## src/rtl/cpld_pkg.sv

```systemverilog
// Package: shared constants and width helpers for the coprocessor load
// alignment buffer. Assumes item counts are small positive integers.
package cpld_pkg;

    // Number of register stages between the core writeback and the consumer.
    localparam int unsigned CPLD_ALIGN_DEPTH = 2;

    // Bits needed to hold an item count from 0 up to max_items.
    function automatic int unsigned cnt_bits(input int unsigned max_items);
        return $clog2(max_items + 1);
    endfunction

endpackage

```

## src/rtl/cpld_stage.sv

```systemverilog
// Module: one alignment register holding a data word and its valid bit.
// Assumes no flow control: the stage loads its input on every clock.
// Only the valid bit is reset; the data register is left free-running.
module cpld_stage #(
    parameter int DATA_W = 32
) (
    input  logic              clk,
    input  logic              rst_n,
    input  logic              d_vld,
    input  logic [DATA_W-1:0] d_dat,
    output logic              q_vld,
    output logic [DATA_W-1:0] q_dat
);

    // Valid bit: cleared by reset, otherwise copies the upstream valid.
    always_ff @(posedge clk) begin
        if (!rst_n) q_vld <= 1'b0;
        else        q_vld <= d_vld;
    end

    // Data word: captured every cycle, no reset needed.
    always_ff @(posedge clk) begin
        q_dat <= d_dat;
    end


    stage_shift_chk: assert property (@(posedge clk) disable iff (!rst_n)
        $past(rst_n) |-> (q_vld == $past(d_vld)));

endmodule

```

## src/rtl/cpld_delay_line.sv

```systemverilog
// Module: a chain of DEPTH alignment stages. Assumes the caller chooses
// DEPTH so that words meet their load instruction at the chain output.
module cpld_delay_line #(
    parameter int DATA_W = 32,
    parameter int DEPTH  = 2
) (
    input  logic              clk,
    input  logic              rst_n,
    input  logic              in_vld,
    input  logic [DATA_W-1:0] in_dat,
    output logic              out_vld,
    output logic [DATA_W-1:0] out_dat
);

    logic [DEPTH:0]             vld_c;
    logic [DEPTH:0][DATA_W-1:0] dat_c;

    assign vld_c[0] = in_vld;
    assign dat_c[0] = in_dat;

    // Build the stage chain, each stage feeding the next.
    for (genvar g = 0; g < DEPTH; g++) begin : g_stage
        cpld_stage #(.DATA_W(DATA_W)) u_stage (
            .clk   (clk),
            .rst_n (rst_n),
            .d_vld (vld_c[g]),
            .d_dat (dat_c[g]),
            .q_vld (vld_c[g+1]),
            .q_dat (dat_c[g+1])
        );
    end

    assign out_vld = vld_c[DEPTH];
    assign out_dat = dat_c[DEPTH];

endmodule

```

## src/rtl/cpld_iter_ctr.sv

```systemverilog
// Module: element index counter for repeated instances of a vector load.
// Assumes the item count stays stable while one instruction is present;
// a count of zero is handled as one item.
module cpld_iter_ctr #(
    parameter int CNT_W = 4
) (
    input  logic             clk,
    input  logic             rst_n,
    input  logic             step,
    input  logic [CNT_W-1:0] items,
    output logic [CNT_W-1:0] idx_o,
    output logic             last_o
);

    logic [CNT_W:0] nxt;

    // Next index and final-item detection, widened to avoid overflow.
    always_comb begin
        nxt    = {1'b0, idx_o} + 1'b1;
        last_o = (nxt >= {1'b0, items});
    end

    // Index register: advance on each completion, wrap after the last.
    always_ff @(posedge clk) begin
        if (!rst_n)      idx_o <= '0;
        else if (step)   idx_o <= last_o ? '0 : nxt[CNT_W-1:0];
    end


    iter_wrap_chk: assert property (@(posedge clk) disable iff (!rst_n)
        step && last_o |=> (idx_o == '0));


    iter_step_chk: assert property (@(posedge clk) disable iff (!rst_n)
        step && !last_o |=> (idx_o == CNT_W'($past(idx_o) + 1'b1)));


    iter_hold_chk: assert property (@(posedge clk) disable iff (!rst_n)
        !step |=> $stable(idx_o));

endmodule

```

## src/rtl/cpld_gate.sv

```systemverilog
// Module: stall and completion decision for the consuming stage.
// Assumes the finish token arrives in the cycle its word leaves the chain.
module cpld_gate (
    input  logic ins_vld,
    input  logic data_vld,
    input  logic tok,
    output logic stall,
    output logic fire
);

    // An item completes only when instruction, data and token coincide.
    always_comb begin
        fire  = ins_vld & data_vld & tok;
        stall = ins_vld & ~fire;
    end

endmodule

```

## src/rtl/cpld_align_buf.sv

```systemverilog
// Module: top of the coprocessor load data alignment buffer.
// Delays core load words by a fixed register chain, stalls the consuming
// stage until word and finish token are both present, and numbers the
// items of a vector load. Assumes the load instruction always reaches the
// consuming stage no later than its data and that no flush or cancel can
// strand data: unused words shift out and expire.
module cpld_align_buf #(
    parameter int DATA_W    = 32,
    parameter int MAX_ITEMS = 8,
    parameter int DEPTH     = cpld_pkg::CPLD_ALIGN_DEPTH,
    parameter int CNT_W     = cpld_pkg::cnt_bits(MAX_ITEMS)
) (
    input  logic              clk,
    input  logic              rst_n,
    input  logic              ld_vld_i,
    input  logic [DATA_W-1:0] ld_data_i,
    input  logic              fin_tok_i,
    input  logic              ins_vld_i,
    input  logic [CNT_W-1:0]  ins_items_i,
    output logic              stall_o,
    output logic              done_o,
    output logic [DATA_W-1:0] wr_data_o,
    output logic [CNT_W-1:0]  wr_idx_o,
    output logic              wr_last_o
);

    logic              head_vld;
    logic [DATA_W-1:0] head_dat;
    logic              item_last;

    // Fixed alignment chain between core writeback and the consumer.
    cpld_delay_line #(.DATA_W(DATA_W), .DEPTH(DEPTH)) u_line (
        .clk     (clk),
        .rst_n   (rst_n),
        .in_vld  (ld_vld_i),
        .in_dat  (ld_data_i),
        .out_vld (head_vld),
        .out_dat (head_dat)
    );

    // Stall and completion decision.
    cpld_gate u_gate (
        .ins_vld  (ins_vld_i),
        .data_vld (head_vld),
        .tok      (fin_tok_i),
        .stall    (stall_o),
        .fire     (done_o)
    );

    // Element numbering for vector loads.
    cpld_iter_ctr #(.CNT_W(CNT_W)) u_iter (
        .clk    (clk),
        .rst_n  (rst_n),
        .step   (done_o),
        .items  (ins_items_i),
        .idx_o  (wr_idx_o),
        .last_o (item_last)
    );

    // Result presented to register-write logic.
    always_comb begin
        wr_data_o = head_dat;
        wr_last_o = done_o & item_last;
    end


    stall_no_data_chk: assert property (@(posedge clk) disable iff (!rst_n)
        ins_vld_i && !head_vld |-> stall_o);


    done_excl_chk: assert property (@(posedge clk) disable iff (!rst_n)
        done_o |-> !stall_o);


    tok_with_data_chk: assert property (@(posedge clk) disable iff (!rst_n)
        fin_tok_i |-> head_vld);


    orphan_data_chk: assert property (@(posedge clk) disable iff (!rst_n)
        head_vld |-> ins_vld_i);


    idle_quiet_chk: assert property (@(posedge clk) disable iff (!rst_n)
        !ins_vld_i |-> (!stall_o && !done_o));

endmodule

```

## config.mk

```make
export PLATFORM = sky130hd
export DESIGN_NAME = cpld_align_buf
export DESIGN_NICKNAME = d
export VERILOG_FILES = /design/src/rtl/cpld_pkg.sv /design/src/rtl/cpld_stage.sv /design/src/rtl/cpld_delay_line.sv /design/src/rtl/cpld_iter_ctr.sv /design/src/rtl/cpld_gate.sv /design/src/rtl/cpld_align_buf.sv
export SDC_FILE = /design/constraint.sdc
export NUM_CORES = 1
export LEC_CHECK = 0
export ABC_AREA = 1
export BUFFER_PORTS_ARGS = -buffer_cell sky130_fd_sc_hd__buf_2
export CAP_MARGIN = 20
export CORE_UTILIZATION = 45
export CTS_BUF_LIST = sky130_fd_sc_hd__clkbuf_4 sky130_fd_sc_hd__clkbuf_8
export DETAILED_ROUTE_END_ITERATION = 8
export PLACE_DENSITY = 0.83
export SLEW_MARGIN = 25
export SYNTH_ARGS = -nofsm -noshare
export SYNTH_HDL_FRONTEND = slang
export SYNTH_SLANG_ARGS = --single-unit
```

## constraint.sdc

```tcl
create_clock -name clk -period 2 [get_ports clk]
set_clock_uncertainty 0.1 [all_clocks]
set_input_delay 0 -clock clk [delete_from_list [all_inputs] [get_ports clk]]
set_output_delay 0 -clock clk [all_outputs]
set_load 0.05 [all_outputs]
```

* Word level (Yosys, flattened, before mapping) *
Index checks and enable logic that the tools add are counted.

storage, ports and cells
  flip-flop bits (word level) = 70
  bits of input ports = 41
  output and inout bits = 39
  logic and storage cells = 13

operators by class
  $add $sub $neg = 1
  order comparisons = 1
  mux-type cells = 1
  bitwise operators = 5

operator list
  kind                                         count
  adder 4 x 1 -> 5 bit, second input constant  1
  greater-or-equal comparator 5 x 4 -> 1 bit   1
  AND 1 bit                                    4
  two-way mux 4 bit                            1
  inverter 1 bit                               1

* Logic depth before layout (Yosys ltp) *
  depth after elaboration = 4
  gate-level depth with buffers = 10
  depth with buffers taken out = 10

* Cells and area by module *
A second synthesis with hierarchy kept.

second synthesis, totals
  cell total of the unflattened synthesis = 121
  area total of the unflattened synthesis = 1666.6 um^2

modules (own cells, without submodules)
  module          times used  cells each  area each (um^2)
  cpld_stage      2           35          668.1
  cpld_iter_ctr   1           45          306.5
  cpld_gate       1           4           16.3
  cpld_align_buf  1           2           7.5

* Worst setup path after synthesis *
OpenSTA, ideal clock, no wires.

  path kind = register -> output
  from = reg u_iter.idx_o[0]
  to = out wr_last_o
  data arrival time = 1.895 ns
  required time = 1.900 ns
  setup slack = 0.005 ns
  cell stages (with the launch flop) = 10
  path buffers = 0
  cells stage by stage = dfxtp_1 ha_1 xor2_1 ha_1 nand2_1 inv_1 nand2_1 nand2_1 nand2_1 inv_1

between the ends
  longest elaborated chain between the ends = 3

ends and longest elaborated chain
  item                                        line                  text
  start: declaration                          cpld_iter_ctr.sv:11   output logic [CNT_W-1:0] idx_o,
  start signal: assignment                    cpld_iter_ctr.sv:26   else if (step) idx_o <= last_o ? '0 : nxt[CNT_W-1:0];
  adder 4 x 1 -> 5 bit                        cpld_iter_ctr.sv:19   nxt = {1'b0, idx_o} + 1'b1;
  greater-or-equal comparator 5 x 4 -> 1 bit  cpld_iter_ctr.sv:20   last_o = (nxt >= {1'b0, items});
  AND 1 bit                                   cpld_align_buf.sv:63  wr_last_o = done_o & item_last;
  end: declaration                            cpld_align_buf.sv:24  output logic wr_last_o

No other way between the ends.

* Worst setup path after layout *
Ends and elaborated chain as after synthesis.

==> results.md <==
* Status: complete, no violations
* Tcrit/Tclk final at between 90% and 100%
* Routed WL at between 3 and 4 mm
* Chip width at about 67 µm
* Overflow after GRT at 0
* Post-synth ARST share at 0%
* Crit path cell chain: nand3_2, xor2_1, ha_1, nand2_1, nand2_1, nor2_1, nand2_1, nand2_2, inv_2, buf_8
* # setup viols final at 0
* Sequential area share after synthesis at between 70% and 80%
* Area growth, synth to finish at 45.2%
* Pin count of the biggest net entering global routing at 13
* Synth Cell Area at 1900 µm²
* Post-layout util at between 60% and 70%
* Share of the synthesized area in the top cell type at between 70% and 80%
* Buffers added on ports at between 70 and 80
* CP required at between 1.5 and 2 ns
* Max incr delay on CP at 0.38 ns
* Combinational share of power at 10.3%
* Pint at 2060 µW
* Cell taking the most area after synthesis: dfxtp_1
* Avg Inst Size Synth at 12.8 µm²
* Setup CP Type: reg -> out
* Worst path arrival time at between 1.5 and 2 ns
* #FFs+latches synth at 70
* Num rows at 23
* CP bufs+invs at 2
* Core area at about 4000 µm²
* # DRC at 0
* DR vias at ~1200
* Vias per cell at 3.93
* Boundary Pins at 80
* DIE AREA at ~4500 µm²
* TritonRoute pass-1 iters at 4
* NetSw at between 600 and 700 µW
* Final Critical Period at about 1.9 ns
* Reg2Reg Setup Slack at 0.25 ns
* Clock Sinks at 70
* Antenna violations before repair at 0
* Synth top cells by count: 70 x dfxtp_1, 32 x buf_4, 13 x inv_1, 13 x nand2_1, 7 x nor2_1
* PwrDens at between 900 and 1000 nW/µm²
* Top_reg_cell synth: dfxtp_1
* Post-Place Setup Slack at around 0.3 ns
* GRT Total Usage at between 15 and 20%
* YS warnings at 0
* Share of cells above drive strength 1 at a little over two fifths
* Number of synthesized flops with an enable pin at 0
* CTS Buf Count at 9
* Mapped Cells at 149
* Slowest cell on the critical path: dfxtp_4
* Post-Syn Nets at between 150 and 200
* Max-Cap Viols at 0
* CTS tree: yes
* Worst skew pair latency at 0.33 ns
* Root Driver: clkbuf_8
* CP dominant cell by count: nand2_1
* Routed Antenna Nets at 0
* Maximum vdd drop at 0.000723 V
* Die H at 67.0 µm
* FMAX at between 0.5 and 0.6 GHz
* CP Launch Type: flop
* GP Congestion at just over 0.7
* Initial DRC Count at 25
* Clk network pwr share at a little over a third
* First-pass GRT wire length at between 4 and 5 mm
* Final #Nets at 296
* Largest delay share family, worst path: simple AND/OR/NAND/NOR gates
* H-tree depth at 3
* Area contributors post-synth: dfxtp_1 74%, buf_4 13%, ha_1 3.3%
* Vias in the first global route at ~1200
* Class of the worst hold path: in -> reg
* Post-layout worst setup margin at 0.0783 ns
* Slew Limit Fails at 0
* Count of unique library cells instantiated by Yosys at 12
* Area after DPL at 2120 µm²
* Clk buf depth at 2
* Worst rel slew slack at 82.2%
* Worst Tran Pin Value at ~0.27 ns
* Pleak at between 0.001 and 0.0015 µW
* Finished Cell Area at 2760 µm²
* Worst-path fanout max at 4
* Seq pwr share at a little over half
* Top-count cell post-synth: dfxtp_1
* Hold WS at about 0.039 ns
* Antenna diodes at 0
* Switching fraction of total power at between 20% and 30%
* Final hold vios at 0
* Crit. End Element: output port
* Clock-pin slew on the worst setup and hold paths at 0.07 ns
* Setup TNS at 0 ns
* DP HPWL at 1.86 mm
* Initial Util at approximately 47%
* Wire per inst at between 10 and 15 µm
power groups by stage:
| stage | Clock (µW) | Sequential, µW | Combinational, µW |
|---|---|---|---|
| finish | 984 | 1480 | 284 |
| global route | 1090 | 1480 | 300 |
| CTS | 1020 | 1480 | 278 |
| detailed placement | 0 | 1510 | 223 |
| global placement | 0 | 1510 | 222 |
| floorplan | 0 | 1510 | 193 |
per-stage QoR:
step | power [µW] | instances
after CTS | 2780 | 299
after detailed placement | 1740 | 246
after floorplan | 1710 | 149
final | 2750 | 305
after global routing | 2870 | 305
after global placement | 1730 | 246
per-layer routing:
| layer | vias up | part of all wire, % | GRT usage (%) |
|---|---|---|---|
| met2 | 51 | 54 | 29.2 |
| met4 | 0 | 0.23 | 6.38 |
| met3 | 2 | 9.2 | 12.0 |
| met1 | 528 | 36 | 13.8 |
| li1 | 618 | - | - |
| met5 | - | 0 | 0 |
final cells by class:
type / count / area, µm²
repair buffers: 122 / 818
clock buffers: 11 / 145
flip-flops and latches: 70 / 1410
inverters: 13 / 48.8
fillers: 318 / 1270
multi-input cells: 34 / 238
clock inverters: 5 / 35.0
well taps: 50 / 62.6
worst register-to-register path, stage by stage, from the launching register on:
cell     delay (ns)
dfxtp_4        0.38
nand3_2        0.08
xor2_1         0.16
ha_1           0.31
nand2_1        0.06
nand2_1        0.05
nor2_1         0.10
nand2_1        0.09
nand2_2        0.08
buf_4          0.10
nand2_2        0.06
nor2_1         0.10
cell families after synthesis:
| group | after synthesis | share of synthesized area [%] |
|---|---|---|
| flip-flops | 70 | 73.7 |
| buffers and inverters | 45 | 15.2 |
| AND/OR/NAND/NOR | 23 | 5.07 |
| adder cells (fa/ha/maj) | 5 | 3.29 |
| XOR/XNOR | 3 | 1.38 |
| multiplexers | 2 | 1.05 |
| AO/OA/AOI/OAI | 1 | 0.263 |
final timing paths:
kind / start / end / depth (start not counted)
worst max-delay path: u_iter.idx_o[0]$_SDFFE_PN0P_ / wr_last_o / 10
worst min register to register: u_line.g_stage[0].u_stage.q_dat[15]$_DFF_P_ / u_line.g_stage[1].u_stage.q_dat[15]$_DFF_P_ / 0
worst max register to register: u_iter.idx_o[0]$_SDFFE_PN0P_ / u_iter.idx_o[1]$_SDFFE_PN0P_ / 11
worst min-delay path: ins_vld_i / u_iter.idx_o[0]$_SDFFE_PN0P_ / 4
registers in the layout, summed over array words and instances (netlist names):
signal,cells
u_line.g_stage.u_stage.q_dat,64
u_iter.idx_o,4
u_line.g_stage.u_stage.q_vld,2
placed cells by master (no fill, tap or decap), types with 2 or more instances in the layout:
cell and count:
clkinv_4 2, nand3_2 2, dfxtp_1 67, dfxtp_4 3
clkinv_2 2, ha_1 4, nor2_1 7, mux2i_1 2
buf_4 7, xor2_1 2, buf_2 78, nand2_2 2
nand2_1 12, inv_1 12, clkbuf_8 10, dlygate4sd3_1 36
what timing repair did:
action                                  4_1_cts  5_1_grt
hold buffers                                 36        0
setup buffers                                 1        6
endpoints found under the setup margin        1        1
hold endpoints to repair                     38        0
pin swaps                                     2        3
resized for setup                             5       10
Power figures use the tool's default switching activity.
